$ cat src/rtl/psw_bank_pkg.sv
package psw_bank_pkg;
  localparam int BYTE_W  = 8;
  localparam int IDX_W   = 3;
  localparam int BANK_W  = 2;
  localparam int RADDR_W = IDX_W + BANK_W;
  localparam int NFLAG   = 3;

  localparam int CY_BIT  = 7;
  localparam int AC_BIT  = 6;
  localparam int BS_HI   = 4;
  localparam int BS_LO   = 3;
  localparam int OV_BIT  = 2;
  localparam int PAR_BIT = 0;

  // ALU enable/flag vector slots
  localparam int ALU_OV = 0;
  localparam int ALU_AC = 1;
  localparam int ALU_CY = 2;

  function automatic logic even_fill(input logic [BYTE_W-1:0] a);
    return ^a;
  endfunction

  function automatic logic [RADDR_W-1:0] bank_addr(input logic [BANK_W-1:0] bank,
                                                   input logic [IDX_W-1:0] idx);
    return {bank, idx};
  endfunction
endpackage

$ cat src/rtl/psw_status_reg.sv
module psw_status_reg
  import psw_bank_pkg::*;
(
  input  logic              clk,
  input  logic              rst_n,
  input  logic              bus_we,
  input  logic [BYTE_W-1:0] bus_wdata,
  input  logic [NFLAG-1:0]  alu_en,
  input  logic [NFLAG-1:0]  alu_flags,
  input  logic [BYTE_W-1:0] acc,
  output logic [BYTE_W-1:0] status,
  output logic [BANK_W-1:0] bank_sel
);
  localparam int FLAG_POS [NFLAG] = '{OV_BIT, AC_BIT, CY_BIT};

  logic [BYTE_W-1:0] bus_stage;
  logic [BYTE_W-1:0] status_d;

  always_comb begin
    bus_stage = status;
    if (bus_we) bus_stage[BYTE_W-1:1] = bus_wdata[BYTE_W-1:1];
  end

  always_comb begin
    status_d = bus_stage;
    for (int f = 0; f < NFLAG; f++)
      if (alu_en[f]) status_d[FLAG_POS[f]] = alu_flags[f];
    status_d[PAR_BIT] = even_fill(acc);
  end

  always_ff @(posedge clk or negedge rst_n) begin
    if (!rst_n) status <= '0;
    else        status <= status_d;
  end

  assign bank_sel = status[BS_HI:BS_LO];
endmodule

$ cat src/rtl/psw_reg_bank.sv
module psw_reg_bank #(
  parameter int ADDR_W = 5,
  parameter int DATA_W = 8
) (
  input  logic              clk,
  input  logic              rst_n,
  input  logic [ADDR_W-1:0] addr,
  input  logic              we,
  input  logic [DATA_W-1:0] wdata,
  output logic [DATA_W-1:0] rdata
);
  localparam int DEPTH = 1 << ADDR_W;

  logic [DATA_W-1:0] mem [DEPTH];

  always_ff @(posedge clk or negedge rst_n) begin
    if (!rst_n) begin
      for (int i = 0; i < DEPTH; i++) mem[i] <= '0;
    end else if (we) begin
      mem[addr] <= wdata;
    end
  end

  assign rdata = mem[addr];
endmodule

$ cat src/rtl/bank_psw_core.sv
module bank_psw_core
  import psw_bank_pkg::*;
(
  input  logic               clk,
  input  logic               rst_n,
  input  logic               bus_we,
  input  logic [BYTE_W-1:0]  bus_wdata,
  output logic [BYTE_W-1:0]  bus_rdata,
  input  logic [NFLAG-1:0]   alu_en,
  input  logic [NFLAG-1:0]   alu_flags,
  input  logic [BYTE_W-1:0]  acc,
  input  logic [IDX_W-1:0]   rf_idx,
  input  logic               rf_we,
  input  logic [BYTE_W-1:0]  rf_wdata,
  output logic [BYTE_W-1:0]  rf_rdata,
  output logic [RADDR_W-1:0] rf_addr
);
  logic [BANK_W-1:0] bank_sel;

  psw_status_reg u_status (
    .clk(clk), .rst_n(rst_n), .bus_we(bus_we), .bus_wdata(bus_wdata),
    .alu_en(alu_en), .alu_flags(alu_flags), .acc(acc),
    .status(bus_rdata), .bank_sel(bank_sel)
  );

  assign rf_addr = bank_addr(bank_sel, rf_idx);

  psw_reg_bank #(.ADDR_W(RADDR_W), .DATA_W(BYTE_W)) u_regs (
    .clk(clk), .rst_n(rst_n), .addr(rf_addr), .we(rf_we),
    .wdata(rf_wdata), .rdata(rf_rdata)
  );
endmodule

$ cat config.mk
export PLATFORM = sky130hd
export DESIGN_NAME = bank_psw_core
export DESIGN_NICKNAME = d
export VERILOG_FILES = /design/src/rtl/psw_bank_pkg.sv /design/src/rtl/psw_status_reg.sv /design/src/rtl/psw_reg_bank.sv /design/src/rtl/bank_psw_core.sv
export SDC_FILE = /design/constraint.sdc
export NUM_CORES = 1
export LEC_CHECK = 0
export CAP_MARGIN = 40
export CORE_UTILIZATION = 57
export CTS_BUF_LIST = sky130_fd_sc_hd__clkbuf_4
export CTS_CLUSTER_SIZE = 10
export DETAILED_ROUTE_END_ITERATION = 8
export HOLD_SLACK_MARGIN = 0.12
export MAX_ROUTING_LAYER = met4
export PLACE_DENSITY = 0.79
export SYNTH_ARGS = -nofsm -noshare
export SYNTH_HDL_FRONTEND = slang
export SYNTH_HIERARCHICAL = 1
export SYNTH_SLANG_ARGS = --single-unit
export TNS_END_PERCENT = 5
$ cat constraint.sdc
create_clock -name clk -period 2.37 [get_ports clk]
set_input_delay 0.5925 -clock clk [delete_from_list [all_inputs] [get_ports clk]]
set_output_delay 0.5925 -clock clk [all_outputs]
set_load 0.05 [all_outputs]
==> run_summary.xml <==
<?xml version="1.0" encoding="UTF-8"?>
<metrics>
  <group name="sta">
    <metric name="relative_slew_slack" unit="%">61.3</metric>
    <metric name="clock_skew" unit="ns">0.0371</metric>
    <metric name="setup_viol" unit="">8</metric>
    <metric name="rsz_0062_raised_after_global_routing" unit="">true</metric>
    <metric name="final-hold-violation-count" unit="">0</metric>
    <metric name="timing_max_transition_violations_final" unit="">0</metric>
    <metric name="final.period_utilization" unit="%">131</metric>
    <metric name="hold_slack" unit="ns">0.425</metric>
    <metric name="final.setup.worst_slack" unit="ns">-0.731</metric>
    <metric name="timing_worst_slew_pin_value" unit="ns">0.579</metric>
    <metric name="period_minus_slack" unit="ns">3.10</metric>
    <metric name="achievable-frequency" unit="GHz">0.323</metric>
  </group>
  <group name="floorplan">
    <metric name="starting_density_of_the_core" unit="%">58.6</metric>
    <metric name="die_span_x" unit="um">149</metric>
    <metric name="die_area" unit="um^2">22300</metric>
    <metric name="placementRows" unit="">53</metric>
    <metric name="die_y" unit="um">149</metric>
    <metric name="core_area" unit="um^2">21200</metric>
    <metric name="top_level_ports" unit="">58</metric>
  </group>
  <group name="clocking">
    <metric name="tritoncts_num_sinks" unit="">264</metric>
    <metric name="clk-insertion-delay-late" unit="ns">0.68</metric>
    <metric name="clk_root_buffer_cell" unit="">sky130_fd_sc_hd__clkbuf_4</metric>
    <metric name="cts.clk_slew.worst_paths" unit="ns">0.06</metric>
    <metric name="cts.htree.levels" unit="">3</metric>
    <metric name="ctsLongestPathBuffers" unit="">3</metric>
    <metric name="tritoncts" unit="">built</metric>
    <metric name="cts_made_buffers" unit="">69</metric>
  </group>
  <group name="worst_setup_path">
    <metric name="rr_worst_depth" unit="">5</metric>
    <metric name="critical_path.reg2reg.startpoint" unit="">u_status/status[4]</metric>
    <metric name="reg_to_reg_endpoint" unit="">u_regs/mem[31]</metric>
    <metric name="critical_path.startpoint_type" unit="">input pin</metric>
    <metric name="crit_path_end_kind" unit="">primary output</metric>
    <metric name="cp_max_fanout" unit="">18</metric>
    <metric name="regToRegSetupSlack" unit="ns">0.45</metric>
    <metric name="crit_type" unit="">input pin to primary output</metric>
    <metric name="crit_required" unit="ns">1.78</metric>
    <metric name="worst_ep_arrival_time" unit="ns">2.51</metric>
  </group>
  <group name="run_status">
    <metric name="outcome" unit="">finished with violations</metric>
    <metric name="failed_checks" unit="">setup timing</metric>
  </group>
  <group name="placed_design">
    <metric name="dp_hpwl" unit="mm">21.2</metric>
    <metric name="detailed_place.area" unit="um^2">14500</metric>
    <metric name="gp_congestion" unit="">0.926</metric>
    <metric name="placement.io_buffers" unit="">56</metric>
    <metric name="dp_cells" unit="">1287</metric>
    <metric name="dpl_worst_slack" unit="ns">-0.897</metric>
  </group>
  <group name="route">
    <metric name="drt_iter0_drc" unit="">404</metric>
    <metric name="drtPass1Iterations" unit="">4</metric>
    <metric name="detailroute.wirelength.met2" unit="mm">15.3</metric>
    <metric name="maxUsedRoutingLayer" unit="">met4</metric>
    <metric name="totalWireLength" unit="mm">31.3</metric>
    <metric name="final_routed_wire_length_divided_by_cell_count" unit="um">22.3</metric>
    <metric name="vias_per_cell" unit="">5.91</metric>
    <metric name="drtAntennaViolNets" unit="">0</metric>
    <metric name="wirelength_met1" unit="mm">13.6</metric>
    <metric name="route.vias.total" unit="">8291</metric>
    <metric name="met3RoutedLength" unit="mm">1.39</metric>
    <metric name="route.detailed.drc" unit="">0</metric>
  </group>
  <group name="pwr">
    <metric name="fin_total_pwr" unit="W">0.0132</metric>
    <metric name="leakagePower" unit="nW">7.33</metric>
    <metric name="p_per_area" unit="nW/um^2">837</metric>
    <metric name="power.ir.vdd_worst" unit="mV">0.627</metric>
  </group>
  <group name="grt">
    <metric name="grt_antenna_before_repair" unit="">1</metric>
    <metric name="maximum_number_of_pins_on_one_net_before_global_route_repair" unit="">62</metric>
    <metric name="grtUsageTotal" unit="%">30.4</metric>
    <metric name="grt_pass1_vias" unit="">8752</metric>
    <metric name="grt_overflow_total" unit="">0</metric>
    <metric name="grt_pass1_wl" unit="mm">48.9</metric>
  </group>
  <group name="synthesis">
    <metric name="yosys_warnings" unit="">6</metric>
    <metric name="synthCells" unit="">890</metric>
    <metric name="mappedNetlistArea" unit="um^2">12400</metric>
    <metric name="synth.area.top_cells" unit="">sky130_fd_sc_hd__dfrtp_1 (53%), sky130_fd_sc_hd__mux2_2 (23%), sky130_fd_sc_hd__mux2i_1 (11%), sky130_fd_sc_hd__o22ai_1 (3.2%), sky130_fd_sc_hd__mux2_1 (1.0%)</metric>
    <metric name="synth-seq-cells" unit="">264</metric>
    <metric name="yosysTopAreaCell" unit="">sky130_fd_sc_hd__dfrtp_1</metric>
    <metric name="postSynthAreaPerCell" unit="um^2">13.9</metric>
    <metric name="syn_nets" unit="">927</metric>
    <metric name="ys_seq_area_share" unit="%">53.3</metric>
    <metric name="synth_top_area_share" unit="%">53.3</metric>
    <metric name="synth_cell_types" unit="">37</metric>
  </group>
  <group name="run">
    <metric name="max_cap_viol_count" unit="">0</metric>
  </group>
  <group name="layout">
    <metric name="num-nets-final" unit="">1127</metric>
    <metric name="final_area" unit="um^2">15800</metric>
    <metric name="layout-drive-gt1-share" unit="%">53.3</metric>
    <metric name="fin_cells" unit="">1404</metric>
    <metric name="n_fill_cell" unit="">1410</metric>
    <metric name="area_growth" unit="%">27.4</metric>
  </group>
  <group name="hold_path">
    <metric name="worst_hold_path_type" unit="">input pin to asynchronous set/reset pin</metric>
  </group>
</metrics>
## worst max path at each step
| stage | start | endpoint | slack, ns | cells after the start |
|---|---|---|---|---|
| after floorplan | u_status/status[4] | rf_rdata[4] | -0.1 | 7 |
| after global placement | rf_idx[1] | rf_rdata[3] | -0.88 | 7 |
| after detailed placement | rf_idx[1] | rf_rdata[4] | -0.90 | 8 |
| after CTS | u_status/status[4] | rf_rdata[5] | -0.70 | 7 |
| after global routing | u_status/status[3] | rf_rdata[1] | -0.78 | 9 |
| final | rf_idx[2] | rf_rdata[5] | -0.73 | 9 |
## power by group
group / internal (W) / total [W] / switching, W
registers: 0.00560 / 0.00615 / 0.000556
clock network: 0.00199 / 0.00374 / 0.00176
logic: 0.00176 / 0.00332 / 0.00156
total: 0.00935 / 0.0132 / 0.00387
## critical path: stages
cell and delay (ns):
sky130_fd_sc_hd__clkdlybuf4s50_1 0.51, sky130_fd_sc_hd__buf_12 0.16, sky130_fd_sc_hd__nand4bb_1 0.15, sky130_fd_sc_hd__buf_4 0.20
sky130_fd_sc_hd__o22ai_2 0.15, sky130_fd_sc_hd__nor4_4 0.31, sky130_fd_sc_hd__buf_4 0.18, sky130_fd_sc_hd__nand2_2 0.07
sky130_fd_sc_hd__buf_12 0.16
## final cells by class
cell class,instances,area (um^2),share of cell area [%]
clock inverters,11,70.1,0.443
flip-flops and latches,264,6610,41.8
multi-input cells,557,5860,37.1
clock buffers,98,736,4.66
well taps,275,344,2.18
diodes,1,2.50,0.0158
repair buffers,198,2170,13.8
## flip-flops by register name, indices dropped and copies added (netlist names)
| name | cells |
|---|---|
| u_regs/mem | 256 |
| u_status/status | 8 |
## what timing repair did
item / in CTS / in global routing
setup buffers: 6 / 0
hold buffers: 1 / 0
cloned: 0 / 0
setup endpoints to repair: 14 / 8
endpoints found under the hold margin: 47 / 0
resized for setup: 70 / 8
pin swaps: 7 / 1
## metal layers
| layer | up-vias | GRT usage [%] |
|---|---|---|
| met4 | 0 | 13.5 |
| met5 | - | - |
| li1 | 3746 | - |
| met2 | 191 | 46.9 |
| met3 | 67 | 5.98 |
| met1 | 4287 | 39.1 |
## synth_stat cells (all sizes together)
cell type    n
o22ai       64
o21ai        3
clkbuf      28
xnor2        6
nand4bb      6
or4b         4
xor2         1
nand4b       4
or2          1
buf         41
nor3b        3
mux2i      131
nor2        14
and3         1
nor3         5
dfrtp      264
mux2       260
or4          1
nand4        1
or3b         1
nand3b       3
nor4        16
and3b        1
nand3        6
nand2       25
## per-stage QoR
stage          TNS (ns)  util (%)
2_1_floorplan    -0.784         -
3_3_place_gp     -44.07      68.6
3_5_place_dp     -51.90      68.6
4_1_cts           -5.53      74.4
5_1_grt           -6.08      74.7
6_report          -5.69      74.7
## layout by cell type, fill, tap and decap left out, types with 2 or more instances in the layout
| cell type | Yosys | routed |
|---|---|---|
| sky130_fd_sc_hd__buf_12 | 0 | 44 |
| sky130_fd_sc_hd__buf_4 | 7 | 103 |
| sky130_fd_sc_hd__buf_6 | 4 | 10 |
| sky130_fd_sc_hd__clkbuf_4 | 0 | 98 |
| sky130_fd_sc_hd__clkdlybuf4s50_1 | 0 | 32 |
| sky130_fd_sc_hd__clkinv_1 | 0 | 5 |
| sky130_fd_sc_hd__clkinv_2 | 0 | 2 |
| sky130_fd_sc_hd__dfrtp_1 | 264 | 262 |
| sky130_fd_sc_hd__dfrtp_2 | 0 | 2 |
| sky130_fd_sc_hd__dlygate4sd2_1 | 0 | 7 |
| sky130_fd_sc_hd__inv_2 | 0 | 3 |
| sky130_fd_sc_hd__mux2_1 | 11 | 11 |
| sky130_fd_sc_hd__mux2_2 | 249 | 249 |
| sky130_fd_sc_hd__mux2i_1 | 131 | 131 |
| sky130_fd_sc_hd__nand2_1 | 21 | 13 |
| sky130_fd_sc_hd__nand2_2 | 4 | 12 |
| sky130_fd_sc_hd__nand3_1 | 2 | 2 |
| sky130_fd_sc_hd__nand3_2 | 4 | 4 |
| sky130_fd_sc_hd__nand3b_4 | 2 | 2 |
| sky130_fd_sc_hd__nand4b_1 | 4 | 4 |
| sky130_fd_sc_hd__nand4bb_1 | 6 | 4 |
| sky130_fd_sc_hd__nand4bb_4 | 0 | 2 |
| sky130_fd_sc_hd__nor2_2 | 4 | 4 |
| sky130_fd_sc_hd__nor2_4 | 9 | 9 |
| sky130_fd_sc_hd__nor3_4 | 4 | 4 |
| sky130_fd_sc_hd__nor3b_2 | 3 | 3 |
| sky130_fd_sc_hd__nor4_1 | 16 | 4 |
| sky130_fd_sc_hd__nor4_2 | 0 | 9 |
| sky130_fd_sc_hd__nor4_4 | 0 | 3 |
| sky130_fd_sc_hd__o21ai_0 | 3 | 3 |
| sky130_fd_sc_hd__o22ai_1 | 64 | 35 |
| sky130_fd_sc_hd__o22ai_2 | 0 | 21 |
| sky130_fd_sc_hd__o22ai_4 | 0 | 8 |
| sky130_fd_sc_hd__or4b_4 | 0 | 4 |
| sky130_fd_sc_hd__xnor2_1 | 6 | 6 |
## cell families (layout without fill, tap and decap cells)
| logic type | count (synthesis) | after routing | share of synthesized area, % |
|---|---|---|---|
| buffers and inverters | 69 | 307 | 2.76 |
| AOI/OAI and AO/OA | 67 | 67 | 3.35 |
| and+or+nand+nor | 92 | 92 | 5.92 |
| xor gates and xnor gates | 7 | 7 | 0.495 |
| DFF | 264 | 264 | 53.3 |
| muxes | 391 | 391 | 34.2 |
| other | 0 | 1 | 0 |
Note: power is estimated with default switching activity, not from simulation.
